## config.mk

```make
export PLATFORM = sky130hd
export DESIGN_NAME = pwm_deadband
export DESIGN_NICKNAME = d
export VERILOG_FILES = /design/src/rtl/pwmdt_pkg.sv /design/src/rtl/pwmdt_datapath.sv /design/src/rtl/pwmdt_control.sv /design/src/rtl/pwm_deadband.sv
export SDC_FILE = /design/constraint.sdc
export NUM_CORES = 1
export LEC_CHECK = 0
export ABC_AREA = 1
export BUFFER_PORTS_ARGS = -buffer_cell sky130_fd_sc_hd__buf_2
export CELL_PAD_IN_SITES_DETAIL_PLACEMENT = 0
export CELL_PAD_IN_SITES_GLOBAL_PLACEMENT = 1
export CORE_UTILIZATION = 35
export CTS_CLUSTER_SIZE = 25
export DETAILED_ROUTE_END_ITERATION = 8
export PLACE_DENSITY = 0.77
export RECOVER_POWER = 25
export SYNTH_ARGS = -nofsm -noshare
export SYNTH_HDL_FRONTEND = slang
export SYNTH_HIERARCHICAL = 1
export SYNTH_SLANG_ARGS = --single-unit
```

## constraint.sdc

```tcl
create_clock -name clk -period 2.1 [get_ports clk]
set_input_delay 0.315 -clock clk [delete_from_list [all_inputs] [get_ports clk]]
set_output_delay 0.315 -clock clk [all_outputs]
set_load 0.05 [all_outputs]
```

## src/rtl/pwmdt_pkg.sv

```systemverilog
package pwmdt_pkg;

  // Strobes from control to datapath
  typedef struct packed {
    logic cntHold;  // force counter to 1 and clear dead-band timer
    logic cntWrap;  // reload reached, count restarts at 1
    logic dlyLoad;  // raw edge: load dead-band length
    logic dlyTick;  // dead-band timer decrement
  } dpStrobe_t;

  // Status flags from datapath to control
  typedef struct packed {
    logic rldHit;
    logic cmpHit;
    logic dlyZero;
    logic dlyLast;
    logic lenZero;
  } dpFlag_t;

endpackage

```

## src/rtl/pwmdt_datapath.sv

```systemverilog
module pwmdt_datapath
  import pwmdt_pkg::*;
#(
  parameter int CNT_W  = 16,
  parameter int CODE_W = 3
) (
  input  logic              clk,
  input  logic              rstN,
  input  logic [CNT_W-1:0]  reloadVal,
  input  logic [CNT_W-1:0]  compareVal,
  input  logic [CODE_W-1:0] delayCode,
  input  dpStrobe_t         stb,
  output dpFlag_t           flg,
  output logic [CNT_W-1:0]  countVal
);

  // Longest dead band is 2^(2^CODE_W - 1), which needs 2^CODE_W bits
  localparam int DLY_W = 2 ** CODE_W;

  logic [CNT_W-1:0] cntQ;
  logic [DLY_W-1:0] dlyQ;
  logic [DLY_W-1:0] dlyLen;

  always_comb begin
    if (delayCode == '0) dlyLen = '0;
    else                 dlyLen = DLY_W'(1) << delayCode;
  end

  // Period counter, 1..reload
  always_ff @(posedge clk or negedge rstN) begin
    if (!rstN)                          cntQ <= CNT_W'(1);
    else if (stb.cntHold || stb.cntWrap) cntQ <= CNT_W'(1);
    else                                cntQ <= cntQ + CNT_W'(1);
  end

  // Dead-band down counter
  always_ff @(posedge clk or negedge rstN) begin
    if (!rstN)              dlyQ <= '0;
    else if (stb.cntHold)   dlyQ <= '0;
    else if (stb.dlyLoad)   dlyQ <= dlyLen;
    else if (stb.dlyTick)   dlyQ <= dlyQ - DLY_W'(1);
  end

  always_comb begin
    flg.rldHit  = (cntQ == reloadVal);
    flg.cmpHit  = (cntQ == compareVal);
    flg.dlyZero = (dlyQ == '0);
    flg.dlyLast = (dlyQ == DLY_W'(1));
    flg.lenZero = (delayCode == '0);
  end

  assign countVal = cntQ;

endmodule

```

## src/rtl/pwmdt_control.sv

```systemverilog
module pwmdt_control
  import pwmdt_pkg::*;
(
  input  logic      clk,
  input  logic      rstN,
  input  logic      enable,
  input  dpFlag_t   flg,
  output dpStrobe_t stb,
  output logic      priOn,
  output logic      cmpOn,
  output logic      runQ
);

  logic rawQ, rawNext, evt;
  logic priNext, cmpNext;

  always_comb begin
    // Raw PWM level: reload clears, compare sets, reload wins
    rawNext = rawQ;
    if (!enable)         rawNext = 1'b0;
    else if (flg.rldHit) rawNext = 1'b0;
    else if (flg.cmpHit) rawNext = 1'b1;

    evt = enable && (rawNext != rawQ);

    stb.cntHold = !enable;
    stb.cntWrap = flg.rldHit;
    stb.dlyLoad = evt;
    stb.dlyTick = enable && !evt && !flg.dlyZero;

    // Outgoing side drops at once; incoming side waits for the timer
    priNext = 1'b0;
    cmpNext = 1'b0;
    if (enable) begin
      if (evt) begin
        if (flg.lenZero) begin
          priNext = rawNext;
          cmpNext = !rawNext;
        end
      end else if (!flg.dlyZero) begin
        if (flg.dlyLast) begin
          priNext = rawQ;
          cmpNext = !rawQ;
        end
      end else begin
        priNext = rawQ;
        cmpNext = !rawQ;
      end
    end
  end

  always_ff @(posedge clk or negedge rstN) begin
    if (!rstN) begin
      rawQ  <= 1'b0;
      priOn <= 1'b0;
      cmpOn <= 1'b0;
      runQ  <= 1'b0;
    end else begin
      rawQ  <= rawNext;
      priOn <= priNext;
      cmpOn <= cmpNext;
      runQ  <= enable;
    end
  end

endmodule

```

## src/rtl/pwm_deadband.sv

```systemverilog
module pwm_deadband
  import pwmdt_pkg::*;
#(
  parameter int CNT_W  = 16,
  parameter int CODE_W = 3
) (
  input  logic              clk,
  input  logic              rstN,
  input  logic              enable,
  input  logic [CNT_W-1:0]  reloadVal,
  input  logic [CNT_W-1:0]  compareVal,
  input  logic [CODE_W-1:0] delayCode,
  input  logic              polarity,
  output logic              outPri,
  output logic              outCmp,
  output logic              stopped
);

  localparam int N_OUT = 2;

  dpStrobe_t        stb;
  dpFlag_t          flg;
  logic [CNT_W-1:0] countVal;
  logic             priOn, cmpOn, runQ;
  logic [N_OUT-1:0] onVec, outVec;

  pwmdt_datapath #(.CNT_W(CNT_W), .CODE_W(CODE_W)) u_dp (
    .clk(clk), .rstN(rstN), .reloadVal(reloadVal), .compareVal(compareVal),
    .delayCode(delayCode), .stb(stb), .flg(flg), .countVal(countVal)
  );

  pwmdt_control u_ctl (
    .clk(clk), .rstN(rstN), .enable(enable), .flg(flg), .stb(stb),
    .priOn(priOn), .cmpOn(cmpOn), .runQ(runQ)
  );

  assign onVec = {cmpOn, priOn};

  // Same active level for both drive pins
  for (genvar g = 0; g < N_OUT; g++) begin : g_pol
    assign outVec[g] = polarity ? onVec[g] : !onVec[g];
  end

  assign outPri  = outVec[0];
  assign outCmp  = outVec[1];
  assign stopped = !runQ;

endmodule

```

Word-level counts from Yosys, hierarchy flattened
Cells that the tools add are included.
Widths: inputs -> output; s select.
{"block": "classes", "eq_ne": 5, "n_addsub": 2, "n_shift": 1, "reduce_logical": 14, "muxes": 20}
{"operator": "$eq 16x16->1", "n": 2}
{"operator": "$mux 8", "n": 4}
{"operator": "$add 16x1->16 const B", "n": 1}
{"operator": "$mux 16", "n": 1}
{"operator": "$mux 1", "n": 15}
{"operator": "$eq 8x1->1 const B", "n": 1}
{"operator": "$logic_not 1->1", "n": 8}
{"operator": "$logic_not 8->1", "n": 1}
{"operator": "$shl 1x3->8 const A", "n": 1}
{"operator": "$sub 8x1->8 const B", "n": 1}
{"operator": "$logic_and 1x1->1", "n": 3}
{"operator": "$logic_not 3->1", "n": 1}
{"operator": "$ne 3x1->1 const B", "n": 1}
{"operator": "$logic_or 1x1->1", "n": 1}
{"operator": "$ne 1x1->1", "n": 1}
{"block": "totals", "out_inout_bits": 3, "elab_cells": 48, "reg_bits": 28, "inputBits": 39}

Depth between registers and ports, before layout
{"block": "depth", "word_depth": 12, "ltp_mapped": 21, "mapped_depth_nobuf": 20}

Cells and area by module
Netlist, hierarchy kept.
{"mod": "pwmdt_datapath", "cells_each": 291, "area_each_um2": 1929.4, "instances": 1}
{"mod": "pwmdt_control", "cells_each": 28, "area_each_um2": 207.7, "instances": 1}
{"mod": "pwm_deadband", "cells_each": 10, "area_each_um2": 37.5, "instances": 1}

Worst setup path after synthesis
OpenSTA, ideal clock, no wires.
{"block": "synth_path", "path_kind": "register to register", "startpoint": "reg u_dp.cntQ[0], in the netlist u_dp/countVal[0]", "endpoint": "reg u_dp.dlyQ[3]", "path_stages_with_launch": 20, "required_time_ns": 1.984, "t_arrival_ns": 2.026, "n_path_buf": 1, "setup_slack_ns": -0.043, "path_cell_list": "dfstp_2 > xnor2_1 > nand2_1 > nor2_1 > nand2_1 > nor2_1 > inv_1 > nand4_1 > nand2_1 > nand2_1 > inv_1 > buf_4 > inv_2 > nand2_4 > nor2_4 > nor2_4 > inv_2 > nor2_1 > nand2_1 > nand2_1"}
{"item": "from (decl)", "line_no": "pwmdt_datapath.sv:20", "text": "logic [CNT_W-1:0] cntQ;"}
{"item": "from (signal assigned)", "line_no": "pwmdt_datapath.sv:33", "text": "else cntQ <= cntQ + CNT_W'(1);"}
{"item": "to (signal assigned)", "line_no": "pwmdt_datapath.sv:40", "text": "else if (stb.dlyLoad) dlyQ <= dlyLen;"}
{"item": "to (signal assigned)", "line_no": "pwmdt_datapath.sv:41", "text": "else if (stb.dlyTick) dlyQ <= dlyQ - DLY_W'(1);"}
{"item": "to (decl)", "line_no": "pwmdt_datapath.sv:21", "text": "logic [DLY_W-1:0] dlyQ;"}

==> metrics.txt <==
status=complete, but fails checks; failing checks=negative setup slack; DRT iter0 DRCs=105; Core Box Area=5960 um^2; CTS root buf=clkbuf_8; Max Buffers Root-to-Sink=2; reg2reg start=u_dp/countVal[0]; GRT Util Overall=18.4%; FF+latch count, synth=28; Worst EP required=2.27 ns; sequential fraction of the synthesis area=32.3%; io pins=42; ranking of synthesized cells by area=dfrtp_1, nand2_1, xnor2_1, nor2_1, inv_1; slew margin rel.=56.1%; dpl hpwl=4390 um; clk_lat worst skew=0.28 ns; DRC=0; worst slew pin tran=0.659 ns; Setup WS post-layout=-0.106 ns; unique cell type count in the Yosys netlist=27; CTS tree=built; Nets=448; post-route ant nets=0; cell family with most CP delay=simple AND/OR/NAND/NOR gates; leading cell types in the layout, fill and taps excluded=nand2_1, buf_2, inv_1, nor2_1, buf_4; Critical Path Fanout Max=5; die extent in x=80.8 um; area share of the largest cell type after synthesis=31.1%; power density over cell area=631 nW/um^2; Fillers=621; via/cell ratio=4.65; Slew Viols, Final=0; via count=2225; Post-Syn Area=2170 um^2; crit-path max cell delay=0.58 ns; layout cells sized above 1=30.4%; leakage power=1.43 nW; row cnt=28; unrepaired setup endpoints after global routing=yes; largest net degree at the start of global routing=29; Max Clk Rate=453 MHz; cell mode on critical path=nor2_4; die outline area=6530 um^2; CP Cell Sequence=xnor2_1 -> nand2_1 -> nor2_2 -> nand2_1 -> nor2_2 -> inv_2 -> nand2_4 -> nand2_2 -> buf_4 -> nand3_4 -> nor2_4 -> nor2_4 -> nor2_4 -> buf_4 -> nand3_2 -> o21ai_0; CP startpoint kind=flip-flop; number of global-route vias before repair=2096; hold buffer count at CTS=0; GP Congestion=0.946; Final Setup Violations=7; Final Critical Period=2.21 ns; diodes inserted=0; Synth area leader=dfrtp_1; Peak VDD IR=0.326 mV; post-DR wirelength/cell=11.9 um; area of the multi-input gates=1340 um^2; final hold viol count=0; DRT Wirelength=5690 um; Syn Inst Count=329; Worst Clk Skew=0.00335 ns; R2R setup slack=-0.11 ns; Crit. End Element=flip-flop; fin crit share=105%; crit path DAT=2.38 ns; worst hold path class=input port to asynchronous set/reset pin; clk sink count=28; clock slew at reported path FFs=0.10 ns; max cap viols=0; area grow syn2layout=31.1%; global-route wire length before repair=9330 um; H-Tree Depth=1; cts bufs inserted=3; most common cell after layout, fill and taps aside=nand2_1; Port Buffers=41; Final Total Pwr=1.80 mW; Register Area=703 um^2; setup TNS=-0.509 ns; gr ovfl total=0; final std cells w/o fill=479; Synthesis Warnings=6; Reg-to-Reg End=u_dp/dlyQ[4]; slowest CP cell=dfstp_2; initial antenna violation count=0; reg2reg path depth=16; DRT Pass-1 Iters=4; placed insts=462; DIE HEIGHT=80.8 um; CP Depth=16; CP Class=flip-flop to flip-flop; CP Buf/Inv Count=3; Initial Utilization=36.5%; Synth Area per Inst=6.61 um^2; Synth Net Count=372
-- sequential cells by signal, indices dropped and copies added (netlist names) --
register,count
u_ctl/priOn,1
u_ctl/runQ,1
u_dp/dlyQ,8
u_dp/countVal,16
u_ctl/rawQ,1
u_ctl/cmpOn,1
-- layout make-up --
class | count | share of cell area, %
clock buffer | 4 | 1.93
tap | 75 | 3.29
multi-input combinational | 249 | 47.0
timing repair buffer | 77 | 16.9
sequential | 28 | 24.7
inverter | 46 | 6.15
-- logic make-up after synthesis --
family	after synthesis	share of synthesized area, %
flip-flops	28	32.3
buffers and inverters	52	10.1
XOR/XNOR	27	10.9
AND/OR/NAND/NOR	185	36.7
AO/OA/AOI/OAI	33	7.77
adder cells (fa/ha/maj)	4	2.30
-- worst max-delay path by stage --
stage              endpoint             start  slack, ns
6_report       u_dp/dlyQ[4]  u_dp/countVal[0]      -0.11
3_3_place_gp   u_dp/dlyQ[5]  u_dp/countVal[0]      -0.03
5_1_grt        u_dp/dlyQ[4]  u_dp/countVal[0]      -0.25
3_5_place_dp   u_dp/dlyQ[3]  u_dp/countVal[0]      -0.04
2_1_floorplan  u_dp/dlyQ[3]  u_dp/countVal[0]      0.004
4_1_cts        u_dp/dlyQ[3]  u_dp/countVal[0]      -0.04
-- cells in the mapped netlist (all sizes together) --
| cell type | number |
|---|---|
| o21bai | 1 |
| inv | 46 |
| nand4 | 6 |
| and2 | 2 |
| nand2 | 96 |
| xnor2 | 26 |
| dfrtp | 27 |
| o21ai | 22 |
| dfstp | 1 |
| nand3 | 23 |
| a21oi | 9 |
| xor2 | 1 |
| a31oi | 1 |
| ha | 4 |
| or2 | 5 |
| nand3b | 1 |
| clkbuf | 1 |
| nor2 | 52 |
| buf | 5 |
-- per-stage QoR --
| step | hold slack [ns] | utilization, % | setup slack [ns] | area [um^2] |
|---|---|---|---|---|
| 5_1_grt | 0.103 | 47.9 | -0.249 | 2850 |
| 3_5_place_dp | 0.395 | 43.7 | -0.0376 | 2610 |
| 3_3_place_gp | 0.388 | 43.7 | -0.0300 | 2610 |
| 2_1_floorplan | 0.0194 | - | 0.00382 | 2180 |
| 6_report | 0.0537 | 47.9 | -0.106 | 2850 |
| 4_1_cts | 0.0852 | 45.5 | -0.0361 | 2710 |
-- metal layers --
metal  part of all wire, %  track usage, %  wire length, um
met5                     0               0                0
met4                  0.26            3.21               15
met3                   5.5            1.35              313
met2                    43            29.1             2470
met1                    51            27.5             2900
-- worst reg2reg max path: stages, from the launching register on --
cell and delay (ns):
dfstp_2 0.58, xnor2_1 0.12, nand2_1 0.09, nor2_2 0.12
nand2_1 0.07, nor2_2 0.14, inv_2 0.07, nand2_4 0.07
nand2_2 0.06, buf_4 0.14, nand3_4 0.09, nor2_4 0.05
nor2_4 0.18, nor2_4 0.07, buf_4 0.14, nand3_2 0.05
o21ai_0 0.07
-- what timing repair did --
item                       4_1_cts  5_1_grt
setup buffers                    6       10
setup endpoints to repair        8       10
resized for setup                7       27
pin swaps                        3       13
-- power breakdown --
part / total (mW) / internal, mW / switching [mW] / leakage [nW]
logic: 0.782 / 0.319 / 0.463 / 1.03
clock network: 0.350 / 0.168 / 0.182 / 0.0288
registers: 0.668 / 0.606 / 0.0613 / 0.375
Power figures use the tool's default switching activity.
